<file path="config.mk">
export PLATFORM = sky130hd
export DESIGN_NAME = ais_exec
export DESIGN_NICKNAME = d
export VERILOG_FILES = /design/src/rtl/ais_pkg.sv /design/src/rtl/ais_ctrl.sv /design/src/rtl/ais_datapath.sv /design/src/rtl/ais_exec.sv
export SDC_FILE = /design/constraint.sdc
export NUM_CORES = 2
export LEC_CHECK = 0
export BUFFER_PORTS_ARGS = -buffer_cell sky130_fd_sc_hd__buf_2
export CAP_MARGIN = 20
export CORE_MARGIN = 8
export CORE_UTILIZATION = 25
export CTS_CLUSTER_SIZE = 30
export DETAILED_ROUTE_END_ITERATION = 8
export GPL_ROUTABILITY_DRIVEN = 0
export SYNTH_ARGS = -nofsm -noshare
export SYNTH_HDL_FRONTEND = slang
export SYNTH_SLANG_ARGS = --single-unit
</file>
<file path="constraint.sdc">
create_clock -name clk -period 16.95 [get_ports clk]
set_input_delay 1.695 -clock clk [delete_from_list [all_inputs] [get_ports clk]]
set_output_delay 1.695 -clock clk [all_outputs]
set_load 0.01 [all_outputs]
</file>
<file path="src/rtl/ais_pkg.sv">
`timescale 1ns/1ps
package ais_pkg;
  localparam int INSTR_W = 32;
  localparam int OPC_W   = 6;
  localparam int IDX_W   = 5;
  localparam int IMM_W   = 16;
  localparam logic [OPC_W-1:0] OPC_ADDSH = 6'd15;

  typedef struct packed {
    logic regWrite;
    logic pcStep;
    logic illegal;
  } aisStrobe_t;
endpackage

</file>
<file path="src/rtl/ais_ctrl.sv">
`timescale 1ns/1ps
module ais_ctrl
  import ais_pkg::*;
(
  input  logic              instrValid,
  input  logic [OPC_W-1:0]  opcode,
  output aisStrobe_t        strobe
);
  logic opcHit;

  always_comb begin
    opcHit          = (opcode == OPC_ADDSH);
    strobe.regWrite = instrValid && opcHit;
    strobe.pcStep   = instrValid && opcHit;
    strobe.illegal  = instrValid && !opcHit;
  end
endmodule

</file>
<file path="src/rtl/ais_datapath.sv">
`timescale 1ns/1ps
module ais_datapath
  import ais_pkg::*;
#(
  parameter int XLEN             = 64,
  parameter int NREG             = 32,
  parameter int SHIFT            = 16,
  parameter int PC_STEP          = 4,
  parameter logic [63:0] RESET_PC = 64'h0
) (
  input  logic                    clk,
  input  logic                    rstN,
  input  aisStrobe_t              strobe,
  input  logic [IDX_W-1:0]        rtIdx,
  input  logic [IDX_W-1:0]        raIdx,
  input  logic [IMM_W-1:0]        imm,
  input  logic                    mode32,
  output logic                    wrEn,
  output logic [IDX_W-1:0]        wrAddr,
  output logic [XLEN-1:0]         wrData,
  output logic [XLEN-1:0]         pcOut
);
  localparam int HALF = XLEN / 2;

  logic [XLEN-1:0] regFile [NREG];
  logic [XLEN-1:0] baseVal;
  logic [XLEN-1:0] immWide;
  logic [XLEN-1:0] sum;
  logic [XLEN-1:0] pcReg;

  always_comb begin
    baseVal = (raIdx == '0) ? '0 : regFile[raIdx];
    immWide = {{(XLEN-IMM_W){imm[IMM_W-1]}}, imm} << SHIFT;
    sum     = baseVal + immWide;
    wrData  = mode32 ? {{(XLEN-HALF){1'b0}}, sum[HALF-1:0]} : sum;
    wrEn    = strobe.regWrite;
    wrAddr  = rtIdx;
    pcOut   = pcReg;
  end

  always_ff @(posedge clk or negedge rstN) begin
    if (!rstN) begin
      for (int i = 0; i < NREG; i++) regFile[i] <= '0;
    end else if (strobe.regWrite) begin
      regFile[rtIdx] <= wrData;
    end
  end

  always_ff @(posedge clk or negedge rstN) begin
    if (!rstN)              pcReg <= RESET_PC[XLEN-1:0];
    else if (strobe.pcStep) pcReg <= pcReg + XLEN'(PC_STEP);
  end
endmodule

</file>
<file path="src/rtl/ais_exec.sv">
`timescale 1ns/1ps
module ais_exec
  import ais_pkg::*;
#(
  parameter int XLEN             = 64,
  parameter logic [63:0] RESET_PC = 64'h0
) (
  input  logic                clk,
  input  logic                rstN,
  input  logic                instrValid,
  input  logic [INSTR_W-1:0]  instrWord,
  input  logic                mode32,
  output logic                wrEn,
  output logic [IDX_W-1:0]    wrAddr,
  output logic [XLEN-1:0]     wrData,
  output logic                illegalOp,
  output logic [XLEN-1:0]     pcOut
);
  localparam int OPC_LSB = INSTR_W - OPC_W;
  localparam int RT_LSB  = OPC_LSB - IDX_W;
  localparam int RA_LSB  = RT_LSB - IDX_W;

  aisStrobe_t strobe;

  ais_ctrl u_ctrl (
    .instrValid (instrValid),
    .opcode     (instrWord[INSTR_W-1 -: OPC_W]),
    .strobe     (strobe)
  );

  ais_datapath #(
    .XLEN     (XLEN),
    .NREG     (1 << IDX_W),
    .SHIFT    (16),
    .PC_STEP  (4),
    .RESET_PC (RESET_PC)
  ) u_dp (
    .clk    (clk),
    .rstN   (rstN),
    .strobe (strobe),
    .rtIdx  (instrWord[RT_LSB +: IDX_W]),
    .raIdx  (instrWord[RA_LSB +: IDX_W]),
    .imm    (instrWord[IMM_W-1:0]),
    .mode32 (mode32),
    .wrEn   (wrEn),
    .wrAddr (wrAddr),
    .wrData (wrData),
    .pcOut  (pcOut)
  );

  assign illegalOp = strobe.illegal;
endmodule

</file>
* Word level (Yosys, flattened, before mapping)
Cells that the tools add are included.
** Cells by class
- Add/subtract/negate cells :: 2
- Order comparisons :: 3
- Mux-type cells :: 8
- Bitwise logic cells :: 2
- Equality and inequality tests :: 1
- Reduce and logical (&&, ||, !) cells :: 5
** Operators with widths (count)
- $bwmux W2048 :: 1
- $bmux W64 S5 :: 1
- $demux W64 S5 :: 1
- $mux W64 :: 5
- $add A64 B3 Y64 const B :: 1
- $add A64 B64 Y64 :: 1
- $ge A6 B6 Y1 const B :: 2
- $not A5 Y6 :: 2
- $eq A6 B4 Y1 const B :: 1
- $lt A6 B1 Y1 const B :: 1
- $logic_not A5 Y1 :: 1
- $logic_and A1 B1 Y1 :: 3
- $logic_not A1 Y1 :: 1
** Storage, ports and cells
- Output and inout bits :: 135
- Register bits :: 2112
- Input port bits :: 36
- Word-level logic and storage cells :: 54

* Logic depth before layout (Yosys ltp)
- Depth in word-level cells :: 8
- Mapped depth :: 21
- Depth with buffers taken out :: 15

* Hierarchy
Synthesis repeated with hierarchy kept, for this count alone.
** Unflattened totals
- Cells, all modules :: 8779
- Area total of the unflattened synthesis :: 95382.7 sq um
** Modules (own cells, without submodules)
- ais_datapath :: cells an instance 8774, area each 95343.9 sq um, times used 1
- ais_ctrl :: cells an instance 5, area each 38.8 sq um, times used 1

* Least setup slack after synthesis
No wires, ideal clock.
- Kind :: input to output
- From :: in instrWord[16]
- To :: out wrData[60]
- Setup slack :: 8766 ps
- Data arrival time :: 6489 ps
- Stages :: 21
- Cell sequence :: buf_6 > buf_6 > buf_2 > clkbuf_1 > buf_2 > mux4_2 > mux4_2 > mux2i_1 > nor2_1 > ha_1 > fa_1 > a21oi_1 > nor2_1 > o211a_1 > o211ai_1 > nand2_1 > o2111ai_2 > mux2_2 > nor2_4 > buf_2 > inv_1
** Between the ends
- Word-level cells in the longest chain between the ends :: 7
- Elaborated cells between the ends (all ways) :: 8
- Classes of those cells :: add/sub (1); mux (5); bitwise (1); reduce/logical (1)
** Ends and longest elaborated chain
- start, declared :: line ais_exec.sv:11 : input logic [INSTR_W-1:0] instrWord,
- $not A5 Y6 (implied by the code) :: line ais_datapath.sv:32 : baseVal = (raIdx == '0) ? '0 : regFile[raIdx];
- $bmux W64 S5 :: line ais_datapath.sv:32
- $mux W64 (implied by the code) (2 in a row) :: line ais_datapath.sv:32
- $mux W64 (*) :: line ais_datapath.sv:32
- $add A64 B64 Y64 (*) :: line ais_datapath.sv:34 : sum = baseVal + immWide;
- $mux W64 (*) :: line ais_datapath.sv:35 : wrData = mode32 ? {{(XLEN-HALF){1'b0}}, sum[HALF-1:0]} : sum;
- end, declared :: line ais_exec.sv:15 : output logic [XLEN-1:0] wrData,
Mark *: on every way between the ends. The rest lies on a longest branch, timed or not. The select of a mux whose other input is x is not followed.

* Worst setup path in the final report
- From :: in instrWord[16]
- To :: out wrData[57]
The elaborated chain is that of the path after synthesis.

==> results_dict.tcl <==
set metrics [dict create \
    cp_max_fo 84 \
    timing.critical_path.to_type "output port" \
    finalSetupViolations 0 \
    synth.yosys.seq_area_share_pct 54.7 \
    criticalPathCategory "in -> out" \
    cts.sinks 2110 \
    post_cts_buffers 0 \
    route.detailed.vias_per_inst 4.84 \
    buffers_from_clock_root_to_sink_at_most 4 \
    final.fill_count 39200 \
    synth_warnings 0 \
    total_detailed_routing_wirelength_um 278000 \
    drt.antenna.violating_nets 0 \
    yosys.area_share.xor_xnor_pct 0.914 \
    grt_antenna_before_repair 12 \
    post_synth_inst_count 7757 \
    r2r_cells 15 \
    post-route-drc-count 0 \
    grt_pass1_vias 63100 \
    finalClockSkew_ps 103 \
    worst_pin_slew_ps 1200 \
    total_leakage_power_nw 50.0 \
    grt_setup_unrepaired "no" \
    core_area_sq_um 385000 \
    number_of_flip_flops_and_latches_in_the_synthesized_netlist 2110 \
    final_cells 12800 \
    number_of_buffers_created_by_cts 216 \
    layout-drive-gt1-share_pct 27.9 \
    initialDrtViolationCount 5580 \
    synth_area_per_cell_sq_um 12.4 \
    yosysUniqueCellTypes 78 \
    syn_area_sq_um 96500 \
    ctsHtreeMaxLevel 4 \
    power_density_nw_per_um2 95.4 \
    synthFlopType "dfrtp_1" \
    pin_count_of_the_biggest_net_entering_global_routing 182 \
    place_hpwl_um 157000 \
    portBuffers 168 \
    synth.area.mux_share_pct 24.3 \
    synth_top_family_by_area "multiplexers" \
    detailroute.via_count 61900 \
    final_min_period_over_clock_period_pct 64.1 \
    edff_count_synth 0 \
    overflow 0 \
    place_worst_setup_slack_ps 6070 \
    floorplan.die.width_um 637 \
    hold_path.class "reg -> reg" \
    synth_compound_area_share_pct 8.75 \
    outcome "finished clean" \
    detailedRoute.firstPassIterationCount 6 \
    worstReg2RegStart "u_dp.regFile[1296]" \
    ys_async_sr_fraction_pct 100 \
    placementRows 228 \
    cts_tree "yes" \
    setup.worst_path.end "wrData[57]" \
    effective_utilization_at_floorplan_pct 25.1 \
    power.ir.vdd_worst_v 0.0000808 \
    post_synth_fa_ha_maj_area_fraction_pct 0.643 \
    r2r_slack_ps 11080 \
    area_delta_synth_final_pct 13.8 \
    fmaxAchievable_ghz 0.0920 \
    design.final.nets 7649 \
    clk_root_buffer_cell "clkbuf_16" \
    totalNegativeSetupSlack_ps 0 \
    yosys.area_share.simple_pct 7.26 \
    cp.required_ps 15250 \
    gr-usage-all-layers_pct 13.4 \
    final_slew_violations 0 \
    setup_ws_ps 6080 \
    cts_repair_resize_count 0 \
    relSlewSlack_pct 20.0 \
    fin_crit_ps 10870 \
    fp.dieArea_sq_um 406000 \
    boundaryPins 171 \
    critPathLaunch "instrWord[16]" \
    critical_path.reg2reg.endpoint "u_dp.regFile[1660]" \
    grt_first_pass_wirelength_um 422000 \
    worst_setup_path_start_kind "primary input" \
    worstSkewPairLatency_ps 890 \
    dp_cells 12400 \
    dieHeight_um 637 \
    worst_ep_arrival_time_ps 9180 \
    max_cap_viols 0 \
    route.detailed.wl_per_inst_um 21.8 \
    final-hold-violation-count 0 \
    cts_hold_buf 0 \
    path_clk_slew_ps 60 \
]
## sequential cells by signal, summed over array words and instances (netlist names)
register and count:
u_dp.pcOut 62, u_dp.regFile 2048
## cell usage after synthesis (3+ instances only)
cell,instances,area share [%]
a31oi_1,3,0.019
inv_1,51,0.20
buf_1,45,0.17
buf_4,9,0.070
nor3_1,56,0.29
and3_1,17,0.11
xnor2_1,66,0.60
nor2b_1,9,0.058
nor2_1,200,0.78
o211ai_1,11,0.086
dfrtp_1,2110,55
buf_6,9,0.10
mux2_2,720,8.4
a211oi_1,4,0.031
clkbuf_1,549,2.1
xor2_1,31,0.28
a21o_1,29,0.23
nand4_1,19,0.12
o21ai_1,23,0.12
o21a_1,11,0.086
nand3_1,32,0.17
o21bai_1,10,0.078
and4_1,6,0.054
mux4_2,639,15
a21boi_1,3,0.023
and2_1,7,0.045
or4_1,4,0.031
a22o_1,128,1.2
o31ai_1,49,0.38
nand2b_1,25,0.16
a21oi_1,89,0.46
nor4_1,5,0.032
nand2_1,1353,5.3
ha_1,48,0.62
o21ai_0,1088,5.6
o31ai_2,15,0.19
mux2i_1,96,1.0
buf_2,139,0.72
clkbuf_2,5,0.026
## worst min-delay path by stage
stage          slack (ps)                 end                from  cells past startpoint
2_1_floorplan         440   u_dp.regFile[256]   u_dp.regFile[256]                      2
3_3_place_gp          450      u_dp.pcOut[63]      u_dp.pcOut[63]                      1
3_5_place_dp          460   u_dp.regFile[258]   u_dp.regFile[258]                      2
4_1_cts               470      u_dp.pcOut[63]      u_dp.pcOut[63]                      1
5_1_grt               490  u_dp.regFile[1565]  u_dp.regFile[1565]                      2
6_report              460      u_dp.pcOut[63]      u_dp.pcOut[63]                      1
## routing by layer
metal	global-route usage [%]	routed length, um	up-vias	share of wire, %
li1	-	-	27300	-
met1	18.9	128000	32600	46
met2	21.4	128000	1596	46
met3	2.06	14600	429	5.2
met4	3.57	8200	2	2.9
met5	0	11	-	0.0040
## metrics by stage
stage	instance area (sq um)	hold slack [ps]	util (%)	total power, mW
2_1_floorplan	96500	441	-	5.41
3_3_place_gp	103000	452	26.6	5.64
3_5_place_dp	103000	459	26.6	5.64
4_1_cts	110000	469	28.5	10.6
5_1_grt	110000	492	28.5	10.8
6_report	110000	461	28.5	10.5
## layout by cell type, fill, tap and decap left out, drive strengths merged, types with 32 or more instances in the layout
cell	synthesis	final
mux4	639	639
a21oi	90	90
o31ai	64	64
ha	48	48
clkinv	1	44
nor2	203	203
clkbuf	554	303
xor2	32	32
nor3	56	56
mux2i	96	96
o21ai	1112	1112
nand2	1353	1353
buf	202	343
nand3	32	32
mux2	720	720
dfrtp	2110	2110
xnor2	67	67
inv	51	57
a22o	128	128
## layout make-up
cell class | instances | area [sq um] | share of cell area, %
inverter | 52 | 195 | 0.178
multi-input combinational | 4840 | 40900 | 37.2
clock buffer | 302 | 6280 | 5.72
clock inverter | 77 | 958 | 0.872
antenna | 8 | 20.0 | 0.0182
timing repair buffer | 344 | 2380 | 2.17
tap | 5060 | 6330 | 5.76
sequential | 2110 | 52800 | 48.0
## where the power goes
part	total (mW)	internal, mW	leakage (nW)	switching, mW
sequential	5.07	5.06	29.5	0.0123
clock	4.95	2.88	3.57	2.07
combinational	0.468	0.128	17.0	0.340
total	10.5	8.06	50.0	2.42
## cell families (layout without fill, tap and decap cells)
logic type,after synthesis,count (layout)
flip-flops,2110,2110
AND/OR/NAND/NOR,1749,1749
AO/OA/AOI/OAI,1486,1486
multiplexers,1455,1455
buffers and inverters,808,775
XOR/XNOR,99,99
adder cells (fa/ha/maj),49,49
other,1,10
## worst max-delay path, stage by stage
cell	delay, ps
buf_8	350
buf_12	550
buf_4	830
mux4_2	610
mux4_2	500
mux2i_1	330
nor2_1	90
ha_1	480
nand2_1	150
o21ai_0	290
nand2b_1	190
o211ai_1	230
nand4_1	190
nand2_1	180
o41ai_2	570
xor2_4	880
nor2b_1	530
buf_2	230
(Power assumes the default switching activity.)
